**src/rtl/bcd_cnt_pkg.sv**
```systemverilog
package bcd_cnt_pkg;
   typedef logic [3:0] bcd_t;
   localparam bcd_t BCD_TOP  = 4'd9;
   localparam bcd_t BCD_ZERO = 4'd0;
endpackage

```
**src/rtl/bcd_digit_step.sv**
```systemverilog
module bcd_digit_step
   import bcd_cnt_pkg::*;
(
   input  bcd_t d_i,
   input  logic up_i,
   input  logic ci_i,
   output bcd_t d_o,
   output logic co_o
);
   always_comb begin
      d_o  = d_i;
      co_o = 1'b0;
      if (ci_i) begin
         if (up_i) begin
            if (d_i >= BCD_TOP) begin
               d_o  = BCD_ZERO;
               co_o = 1'b1;
            end else begin
               d_o = d_i + 4'd1;
            end
         end else begin
            if (d_i == BCD_ZERO) begin
               d_o  = BCD_TOP;
               co_o = 1'b1;
            end else begin
               d_o = d_i - 4'd1;
            end
         end
      end
   end
endmodule

```
**src/rtl/bcd_chain_step.sv**
```systemverilog
module bcd_chain_step
   import bcd_cnt_pkg::*;
#(
   parameter int DIGITS = 2
) (
   input  bcd_t [DIGITS-1:0] val_i,
   input  logic              en_i,
   input  logic              up_i,
   output bcd_t [DIGITS-1:0] val_o,
   output logic              wrap_o
);
   logic [DIGITS:0] ripple;
   assign ripple[0] = en_i;

   for (genvar g = 0; g < DIGITS; g++) begin : g_cell
      bcd_digit_step u_cell (
         .d_i  (val_i[g]),
         .up_i (up_i),
         .ci_i (ripple[g]),
         .d_o  (val_o[g]),
         .co_o (ripple[g+1])
      );
   end

   assign wrap_o = ripple[DIGITS];
endmodule

```
**src/rtl/bcd_step_counter.sv**
```systemverilog
module bcd_step_counter
   import bcd_cnt_pkg::*;
#(
   parameter int DIGITS = 2
) (
   input  logic                  clk,
   input  logic                  rst,
   input  logic                  cnt_en,
   input  logic                  dir_up,
   input  logic                  step_two,
   output logic [4*DIGITS-1:0]   digits_o,
   output logic                  wrap_o
);
   localparam int VW = 4 * DIGITS;

   if (DIGITS < 1 || DIGITS > 8) begin : g_bad_digits
      $error("bcd_step_counter: DIGITS must lie in 1..8");
   end

   bcd_t [DIGITS-1:0] cur_q;
   bcd_t [DIGITS-1:0] half_v;
   bcd_t [DIGITS-1:0] full_v;
   logic              wrap_a, wrap_b, second_en, wrap_q;

   // An even value in step-2 mode takes a second unit step.
   // An odd value takes only the aligning step.
   assign second_en = step_two & ~cur_q[0][0];

   bcd_chain_step #(.DIGITS(DIGITS)) u_first (
      .val_i  (cur_q),
      .en_i   (1'b1),
      .up_i   (dir_up),
      .val_o  (half_v),
      .wrap_o (wrap_a)
   );

   bcd_chain_step #(.DIGITS(DIGITS)) u_second (
      .val_i  (half_v),
      .en_i   (second_en),
      .up_i   (dir_up),
      .val_o  (full_v),
      .wrap_o (wrap_b)
   );

   always_ff @(posedge clk) begin
      if (rst) begin
         cur_q  <= '0;
         wrap_q <= 1'b0;
      end else begin
         wrap_q <= cnt_en & (wrap_a | wrap_b);
         if (cnt_en) cur_q <= full_v;
      end
   end

   assign digits_o = VW'(cur_q);
   assign wrap_o   = wrap_q;
endmodule

```
**config.mk**
```make
export PLATFORM = sky130hd
export DESIGN_NAME = bcd_step_counter
export DESIGN_NICKNAME = d
export VERILOG_FILES = /design/src/rtl/bcd_cnt_pkg.sv /design/src/rtl/bcd_digit_step.sv /design/src/rtl/bcd_chain_step.sv /design/src/rtl/bcd_step_counter.sv
export SDC_FILE = /design/constraint.sdc
export NUM_CORES = 1
export LEC_CHECK = 0
export ABC_CLOCK_PERIOD_IN_PS = 5500
export BUFFER_PORTS_ARGS = -buffer_cell sky130_fd_sc_hd__buf_2
export CORE_MARGIN = 1.5
export CORE_UTILIZATION = 64
export CTS_CLUSTER_DIAMETER = 100
export DETAILED_ROUTE_END_ITERATION = 8
export PLACE_DENSITY = 0.86
export SETUP_SLACK_MARGIN = 0.2
export SYNTH_ARGS = -nofsm -noshare
export SYNTH_HDL_FRONTEND = slang
export SYNTH_HIERARCHICAL = 1
export SYNTH_SLANG_ARGS = --single-unit
```
**constraint.sdc**
```tcl
create_clock -name clk -period 5.5 [get_ports clk]
set_clock_uncertainty 0.05 [all_clocks]
set_input_delay 0.825 -clock clk [delete_from_list [all_inputs] [get_ports clk]]
set_output_delay 0.825 -clock clk [all_outputs]
set_load 0.01 [all_outputs]
```
==> results of run 1 <==
tightest hold or removal path, cell delays in order, from the launching register on:
cell and delay [ns]:
dfxtp_1 0.36, mux2i_1 0.14, nor2_1 0.05
logic make-up after synthesis:
| group | Yosys count | share of synthesized area |
|---|---|---|
| other | 1 | 0.00251 |
| AO/OA/AOI/OAI | 48 | 0.258 |
| flip-flops | 9 | 0.121 |
| AND/OR/NAND/NOR | 67 | 0.280 |
| adder cells (fa/ha/maj) | 16 | 0.134 |
| multiplexers | 12 | 0.0804 |
| buffers and inverters | 30 | 0.125 |
flip-flops by register name, summed over array words and instances (netlist names):
name      flops
digits_o      8
wrap_o        1
metrics by stage:
step / cells / hold WS (ns) / instance area, um^2 / total power (W) / setup WS (ns)
global route: 214 / 0.597 / 1490 / 0.000425 / 1.23
finish: 214 / 0.548 / 1490 / 0.000394 / 1.62
CTS: 214 / 0.552 / 1490 / 0.000391 / 1.70
floorplan: 183 / 0.505 / 1490 / 0.000311 / 2.16
detailed placement: 210 / 0.537 / 1470 / 0.000341 / 1.50
global placement: 210 / 0.527 / 1470 / 0.000328 / 1.66
cell usage after synthesis:
cell,instances,share of area
ha_1,16,0.13
o21ai_0,8,0.027
dfxtp_1,9,0.12
nor2_1,21,0.053
a21boi_2,4,0.030
nor3b_1,4,0.020
nor3b_2,1,0.0084
nand2_1,4,0.010
nand2b_1,4,0.017
or3b_4,4,0.030
a21oi_1,4,0.013
nand3_1,8,0.027
a311o_1,4,0.027
nand3b_1,4,0.020
mux2i_1,12,0.080
nor2b_1,1,0.0042
nor4b_1,4,0.023
a2111oi_0,8,0.047
conb_1,1,0.0025
a221o_1,4,0.027
o22ai_1,4,0.017
or4b_1,4,0.027
buf_2,5,0.017
inv_1,16,0.040
o32ai_1,4,0.023
or2_2,4,0.017
buf_6,9,0.068
a31o_2,8,0.047
and2b_2,4,0.023
routing by layer:
layer	routed length (um)	global-route usage	up-vias
li1	-	-	682
met2	1520	0.452	45
met3	138	0.0234	6
met4	34	0.0746	0
met1	1590	0.367	652
met5	0	0	-
final timing paths:
kind | to | slack, ns | cells after the start
setup reg to reg | digits_o[6]$_SDFFE_PP0P_ | 1.62 | 15
setup / recovery | digits_o[6]$_SDFFE_PP0P_ | 1.62 | 15
hold / removal | digits_o[1]$_SDFFE_PP0P_ | 0.55 | 2
hold reg to reg | digits_o[1]$_SDFFE_PP0P_ | 0.55 | 2
area by class of cell:
type	instances	share of cell area
multi-input combinational	144	0.755
sequential	9	0.121
timing repair buffer	13	0.0436
inverter	16	0.0402
tap	28	0.0235
clock buffer	4	0.0176
power by group through the flow:
stage / Combinational (W) / Sequential [W] / Clock (W)
after floorplan: 0.000224 / 0.0000873 / 0
after detailed placement: 0.000247 / 0.0000940 / 0
final: 0.000254 / 0.0000930 / 0.0000474
after global routing: 0.000278 / 0.0000953 / 0.0000518
after CTS: 0.000249 / 0.0000926 / 0.0000493
after global placement: 0.000235 / 0.0000930 / 0
cells in the final DEF (no fill, tap or decap), types with 8 or more instances in the layout:
cell and count:
a2111oi_0 8, a31o_2 8, buf_2 13, dfxtp_1 9, ha_1 16, inv_1 16, mux2i_1 12, nand3_1 8
nor2_1 21, o21ai_0 8
==> flow_summary.json, run 1 <==
{
  "drc": 0,
  "power_density_nw_per_um2": 264,
  "worstMarginPinSlew_ns": 0.636,
  "crit_start": "digits_o[0]$_SDFFE_PP0P_",
  "insertedDiodeCount": 0,
  "min_period_ns": 3.88,
  "io_buffers": 13,
  "setup_viol": 0,
  "path_clk_slew_ns": 0.05,
  "ff_latch_area_um2": 180,
  "critPathMaxStageDelay_ns": 0.48,
  "yosys_warnings": 6,
  "critPathMaxFanout": 10,
  "crit_path_start_kind": "register",
  "cts_buffers": 3,
  "grt_pass1_vias": 1197,
  "clock.fmax_mhz": 258,
  "num_vias": 1385,
  "switchingPower_w": 0.000176,
  "die_width_um": 51.3,
  "nNetsFinal": 208,
  "synth_cells": 183,
  "hold_path_class": "reg -> reg",
  "synth-seq-area-share": 0.121,
  "antenna_found_initial": 0,
  "p_comb_frac": 0.644,
  "grt_usage": 0.269,
  "gr-total-overflow": 0,
  "crit_slowest_cell": "dfxtp_1",
  "drtIter0Drc": 72,
  "internal-power_w": 0.000219,
  "multiInputGateArea_um2": 1130,
  "critPathRequiredTime_ns": 5.64,
  "ys_seq_elements": 9,
  "critPathBufInv": 2,
  "yosysUniqueCellTypes": 29,
  "seqPwrFrac": 0.236,
  "synth_nets": 204,
  "post-dp-hpwl_mm": 2.45,
  "place_congestion": 1.07,
  "grt_pass1_wl_mm": 5.55,
  "cp.arrival_ns": 4.02,
  "cts_buffer_depth": 2,
  "h-tree-depth": 1,
  "wl_per_cell_um": 15.3,
  "insertion_delay_ns": 0.25,
  "finalHoldViolCount": 0,
  "post-route-period-util": 0.705,
  "netlist_area_um2": 1490,
  "die-area_um2": 2630,
  "cts_resized": 0,
  "vias_per_cell": 6.47,
  "rr_startpoint": "digits_o[0]$_SDFFE_PP0P_",
  "cts_tree": "done",
  "status": "completed",
  "crit_type": "reg -> reg",
  "drv_slew": 0,
  "worstPathCellList": "inv_1, ha_1, or3b_4, a21boi_2, a31o_2, inv_1, ha_1, nor3b_1, o21ai_0, nor2_1, nand2b_1, a2111oi_0, a221o_1, mux2i_1, nor2_1",
  "power_frac_clock": 0.120,
  "drive_gt1_frac": 0.220,
  "die_h_um": 51.3,
  "num_rows": 17,
  "final_util": 0.675,
  "postCtsSetupRepairBufs": 0,
  "area_delta_synth_final_pct": -0.000201,
  "maxCapViolations": 0,
  "avgSynthCellArea_um2": 8.16,
  "io_pins": 14,
  "clock_sinks": 9,
  "drt-total-wl_mm": 3.28,
  "hold_buffers": 0,
  "cts-root-buf": "clkbuf_4",
  "initial_core_util": 0.675,
  "cpLargestDelayFamily": "simple AND/OR/NAND/NOR gates",
  "slew_headroom": 0.575,
  "end_kind": "register",
  "grt_setup_unrepaired": "no",
  "ir_worst_vdd_mv": 0.206,
  "p_leak_nw": 0.637,
  "tns_ns": 0,
  "first_pass_iters": 4,
  "hp-start": "digits_o[1]$_SDFFE_PP0P_",
  "antenna_left": 0,
  "core_um2": 2210,
  "nFillCells": 183,
  "grt_max_degree": 29,
  "swShare": 0.445
}
(Power assumes the default switching activity.)
==> run 2: changes to the inputs <==
- ABC_CLOCK_PERIOD_IN_PS: 5500 -> 3300
- CORE_UTILIZATION: 64 -> 54
- PLACE_DENSITY: 0.86 -> 0.78
- clock period: 5.5 -> 3.3 ns (I/O delays scaled with it)
==> run 2 against run 1 <==
Net effect:
- via count grew 18%
- first-iteration DRC count rose by 28%
- sequential share of layout area decreased by 2.4 points
- global-route usage fell by 0.79 points
- routed wire length increased by 47%
- non-clock buffer count grew 31
- power increased by 130%
- worst setup slack lost 1.6 ns
- flip-flop and latch count unchanged
- clock power rose by 96%
- die area grew 17%
- fmax up 18%
- critical path type unchanged
- largest power group unchanged
- highest routed layer unchanged
==> flow_summary.json, run 2 (synthesized netlist as in run 1, its figures left out) <==
{
  "final_cell_mix": "30 x buf_4, 16 x nor2_1, 13 x buf_2",
  "io_pins": 14,
  "largest_reg_flops": 8,
  "grt_pass1_wl_mm": 6.62,
  "min_period_ns": 3.28,
  "drt-total-wl_mm": 4.83,
  "ir_worst_vdd_mv": 0.415,
  "num_rows": 18,
  "crit_slowest_cell": "or3b_4",
  "clock_sinks": 9,
  "grt_usage": 0.261,
  "place_congestion": 1.00,
  "worstMarginPinSlew_ns": 0.568,
  "grt_max_degree": 17,
  "io_buffers": 13,
  "gr-total-overflow": 0,
  "tns_ns": 0,
  "worstPathCellList": "inv_4, ha_2, nor3b_4, buf_4, o32ai_2, a31o_4, inv_4, ha_2, or3b_4, a21boi_4, nor2_4, buf_6, nand3b_1, o22ai_2, a311o_1, mux2i_1, nor2_1",
  "crit_path_start_kind": "register",
  "insertion_delay_ns": 0.28,
  "drive_gt1_frac": 0.525,
  "h-tree-depth": 1,
  "grt_setup_unrepaired": "yes",
  "vias_per_cell": 6.60,
  "antenna_left": 0,
  "insertedDiodeCount": 0,
  "power_frac_clock": 0.102,
  "r2r_slack_ns": 0.02,
  "cts_tree": "done",
  "die-area_um2": 3090,
  "drc": 0,
  "setup_viol": 0,
  "critPathMaxFanout": 4,
  "seqPwrFrac": 0.175,
  "cts_buffers": 3,
  "area_delta_synth_final_pct": 31.3,
  "antenna_found_initial": 0,
  "wl_per_cell_um": 19.6,
  "total_power_w": 0.000908,
  "post-route-period-util": 0.993,
  "critPathRequiredTime_ns": 3.40,
  "swShare": 0.456,
  "critPathMaxStageDelay_ns": 0.41,
  "placed_cells": 227,
  "power_density_nw_per_um2": 463,
  "p_leak_nw": 0.850,
  "die_width_um": 55.6,
  "final_util": 0.771,
  "crit_type": "reg -> reg",
  "post-dp-hpwl_mm": 2.76,
  "cts-root-buf": "clkbuf_4",
  "clock.fmax_mhz": 305,
  "grt_pass1_vias": 1481,
  "maxCapViolations": 0,
  "drv_slew": 0,
  "finalHoldViolCount": 0,
  "core_um2": 2540,
  "status": "completed",
  "stdcell_count": 247,
  "end_kind": "register",
  "drtIter0Drc": 92,
  "path_clk_slew_ns": 0.08,
  "cts_buffer_depth": 2,
  "switchingPower_w": 0.000414,
  "mostFrequentLayoutCell": "buf_4",
  "slew_headroom": 0.611,
  "internal-power_w": 0.000494,
  "cp.arrival_ns": 3.38,
  "num_vias": 1630,
  "initial_core_util": 0.587,
  "first_pass_iters": 5,
  "hold_path_class": "in -> reg",
  "die_h_um": 55.6,
  "nNetsFinal": 239,
  "p_comb_frac": 0.723
}
-- run 2: cell types whose count changed in the layout (fill, tap and decap cells not counted), moves of 4 or more --
cell and delta:
nor2_2 +4, ha_1 -7, nor2_1 -5, buf_4 +30, inv_1 -7, ha_2 +4
-- run 2: final timing paths --
check | cells past startpoint | from | end
max | 17 | digits_o[0]$_SDFFE_PP0P_ | digits_o[7]$_SDFFE_PP0P_
min | 2 | rst | digits_o[1]$_SDFFE_PP0P_
max reg2reg | 17 | digits_o[0]$_SDFFE_PP0P_ | digits_o[7]$_SDFFE_PP0P_
min reg2reg | 2 | digits_o[5]$_SDFFE_PP0P_ | digits_o[5]$_SDFFE_PP0P_
-- run 2: final cells by class --
class                           count  area, um^2
Clock buffer                        4        26.3
Fill cell                         153         583
Inverter                           16        72.6
Multi-Input combinational cell    144        1340
Sequential cell                     9         189
Tap cell                           30        37.5
Timing Repair Buffer               44         302
-- run 2: per-stage QoR --
step | setup slack (ns) | cell area (um^2) | hold slack [ns]
floorplan | 0.205 | 1520 | 0.497
global placement | 0.0949 | 1610 | 0.528
detailed placement | -0.0439 | 1610 | 0.541
CTS | 0.202 | 1800 | 0.455
global route | 0.00732 | 1960 | 0.454
finish | 0.0242 | 1960 | 0.446
-- run 2: power by group through the flow --
stage                     sequential, W   clock, W  combinational, W
after floorplan                0.000148          0          0.000379
after global placement         0.000153          0          0.000445
after detailed placement       0.000155          0          0.000466
after CTS                      0.000153  0.0000863          0.000529
after global routing           0.000161   0.000101          0.000691
final                          0.000159  0.0000927          0.000656
-- run 2: routing by layer --
| layer | routed length, um | GRT usage |
|---|---|---|
| met4 | 141 | 0.0732 |
| met1 | 2080 | 0.331 |
| met3 | 308 | 0.0372 |
| met5 | 0 | 0 |
| met2 | 2310 | 0.457 |
-- run 2: what timing repair did --
item                                    in CTS  in global routing
endpoints found under the setup margin       5                  6
pin swaps                                   12                 15
gates resized for setup                     20                 33
hold endpoints to repair                     0                  0
setup buffers                               10                  6
hold buffers                                 0                  0
-- run 2: critical path, delay by kind of cell (launching register included) --
kind / cells / cell delay (ns)
AO/OA/AOI/OAI: 5 / 0.87
adder cells (fa/ha/maj): 2 / 0.39
buffers and inverters: 4 / 0.44
flip-flops: 1 / 0.39
multiplexers: 1 / 0.13
AND/OR/NAND/NOR: 5 / 0.87
==> run 3: changes to the inputs <==
--- a/config.mk
+++ b/config.mk
@@ -13,3 +13,5 @@
 export DETAILED_ROUTE_END_ITERATION = 8
+export GPL_ROUTABILITY_DRIVEN = 0
 export PLACE_DENSITY = 0.78
+export RECOVER_POWER = 25
 export SETUP_SLACK_MARGIN = 0.2
==> constraint.sdc (replaced) <==
create_clock -name clk -period 3.3 [get_ports clk]
set_clock_uncertainty 0.05 [all_clocks]
set_input_delay 0.165 -clock clk [delete_from_list [all_inputs] [get_ports clk]]
set_output_delay 0.165 -clock clk [all_outputs]
set_load 0.01 [all_outputs]
==> run 3 against run 2 <==
Net effect:
- register-to-register slack is essentially flat
- worst hold slack worse by 0.31 ns
- non-clock buffer count shrank 2
- via count decreased by 2.6%
- global-route usage down 0.46 points
- cell area decreased by 5.4%
- sequential power down 4%
==> flow_summary.json, run 3 (synthesized netlist as in run 1, its figures left out) <==
{
  "status": "completed",
  "crit_slowest_cell": "a2111oi_1",
  "die_h_um": 55.6,
  "r2r_slack_ns": 0.02,
  "ir_worst_vdd_mv": 0.419,
  "antenna_left": 0,
  "grt_setup_unrepaired": "yes",
  "hold_buffers": 0,
  "largest_reg_flops": 8,
  "critPathMaxStageDelay_ns": 0.45,
  "gr-total-overflow": 0,
  "clock.fmax_mhz": 305,
  "insertion_delay_ns": 0.27,
  "initial_core_util": 0.587,
  "drtIter0Drc": 100,
  "io_pins": 14,
  "p_leak_nw": 0.802,
  "hold_ws_ns": 0.133,
  "hold_path_class": "in -> reg",
  "die_width_um": 55.6,
  "finalHoldViolCount": 0,
  "critPathRequiredTime_ns": 3.45,
  "worstMarginPinSlew_ns": 0.576,
  "critPathMaxFanout": 4,
  "power_density_nw_per_um2": 458,
  "setup_ws_ns": 0.0228,
  "setup_viol": 0,
  "crit_cells": 15,
  "crit_path_start_kind": "register",
  "total_power_w": 0.000850,
  "ff_latch_area_um2": 189,
  "path_clk_slew_ns": 0.07,
  "drive_gt1_frac": 0.433,
  "placed_cells": 226,
  "mostFrequentLayoutCell": "buf_4",
  "cp.arrival_ns": 3.43,
  "rr_startpoint": "digits_o[0]$_SDFFE_PP0P_",
  "cts_buffer_depth": 2,
  "tns_ns": 0,
  "insertedDiodeCount": 0,
  "grt_usage": 0.257,
  "reg2reg_depth": 15,
  "grt_pass1_vias": 1397,
  "pre_cts_ws_ns": -0.00105,
  "drt-total-wl_mm": 4.28,
  "nFillCells": 171,
  "antenna_found_initial": 0,
  "multiInputGateArea_um2": 1250,
  "clock_sinks": 9,
  "vias_per_cell": 6.48,
  "p_comb_frac": 0.713,
  "area_delta_synth_final_pct": 24.3,
  "grt_max_degree": 23,
  "crit_start": "digits_o[0]$_SDFFE_PP0P_",
  "num_vias": 1588,
  "internal-power_w": 0.000473,
  "maxCapViolations": 0,
  "worstPathCellList": "inv_4, ha_1, nor3b_4, o21ai_0, nor2_2, nand2b_1, a2111oi_1, a311o_1, buf_4, buf_4, and2b_2, a2111oi_1, a311o_1, mux2i_1, nor2_1",
  "nNetsFinal": 237,
  "cts_buffers": 3,
  "cts_tree": "done",
  "slew_headroom": 0.606,
  "first_pass_iters": 5,
  "crit_type": "reg -> reg",
  "seqPwrFrac": 0.179,
  "cts-root-buf": "clkbuf_4",
  "die-area_um2": 3090,
  "num_rows": 18,
  "wl_per_cell_um": 17.5,
  "io_buffers": 13,
  "h-tree-depth": 1,
  "swShare": 0.444,
  "end_kind": "register",
  "final_cell_mix": "27 x buf_4, 19 x nor2_1, 12 x mux2i_1",
  "post-dp-hpwl_mm": 2.70,
  "drv_slew": 0,
  "stdcell_count": 245,
  "cpLargestDelayFamily": "compound AO/OA/AOI/OAI gates",
  "switchingPower_w": 0.000377,
  "drc": 0,
  "crit_path_end": "digits_o[7]$_SDFFE_PP0P_",
  "grt_pass1_wl_mm": 6.60,
  "core_um2": 2540,
  "post-route-period-util": 0.993,
  "power_frac_clock": 0.108,
  "r2r-end": "digits_o[7]$_SDFFE_PP0P_",
  "min_period_ns": 3.28,
  "critPathBufInv": 3
}
[run 3: cell count changes in the layout (fill, tap and decap cells not counted), moves of 2 or more]
cell and delta:
a2111oi_1 +2, a2111oi_2 -2, buf_2 -4, buf_4 -3, clkbuf_1 +4, ha_4 -2
inv_1 +2, nor2_1 +3, nor2_2 -3
[run 3: worst min path at each step]
stage / start / end / slack (ns) / cells after the start
3_5_place_dp: rst / digits_o[1]$_SDFFE_PP0P_ / 0.41 / 2
3_3_place_gp: rst / digits_o[1]$_SDFFE_PP0P_ / 0.40 / 2
5_1_grt: rst / wrap_o$_SDFF_PP0_ / 0.15 / 2
2_1_floorplan: rst / digits_o[0]$_SDFFE_PP0P_ / 0.37 / 2
6_report: rst / digits_o[5]$_SDFFE_PP0P_ / 0.13 / 2
4_1_cts: rst / digits_o[1]$_SDFFE_PP0P_ / 0.13 / 2
[run 3: final cells by class]
| cell class | count | area share |
|---|---|---|
| flip-flops and latches | 9 | 0.102 |
| multi-input cells | 144 | 0.674 |
| repair buffers | 42 | 0.154 |
| inverters | 16 | 0.0364 |
| well taps | 30 | 0.0202 |
| clock buffers | 4 | 0.0142 |
[run 3: worst reg2reg max path, stage by stage (launching register included)]
cell	delay (ns)
dfxtp_4	0.36
inv_4	0.08
ha_1	0.20
nor3b_4	0.24
o21ai_0	0.16
nor2_2	0.16
nand2b_1	0.14
a2111oi_1	0.32
a311o_1	0.23
buf_4	0.13
buf_4	0.11
and2b_2	0.21
a2111oi_1	0.45
a311o_1	0.20
mux2i_1	0.07
nor2_1	0.11
[run 3: what timing repair did]
action                                  CTS  global route
endpoints found under the setup margin    5             5
gates resized for setup                  12            22
buffers inserted                          5            10
pin swaps                                 5            17
[run 3: power by group through the flow]
| stage | Sequential (W) | Combinational, W | Clock, W |
|---|---|---|---|
| finish | 0.000152 | 0.000606 | 0.0000915 |
| CTS | 0.000151 | 0.000509 | 0.0000899 |
| global route | 0.000156 | 0.000652 | 0.0000989 |
| floorplan | 0.000148 | 0.000379 | 0 |
| detailed placement | 0.000154 | 0.000468 | 0 |
| global placement | 0.000152 | 0.000448 | 0 |
[run 3: stage by stage]
step | area, um^2 | util
2_1_floorplan | 1520 | -
3_3_place_gp | 1600 | 0.629
3_5_place_dp | 1600 | 0.629
4_1_cts | 1710 | 0.672
5_1_grt | 1860 | 0.730
6_report | 1860 | 0.730
[run 3: per-layer routing]
metal | track usage | part of all wire
met5 | 0 | 0
met1 | 0.357 | 0.43
met4 | 0.0523 | 0.015
met2 | 0.425 | 0.48
met3 | 0.0326 | 0.069
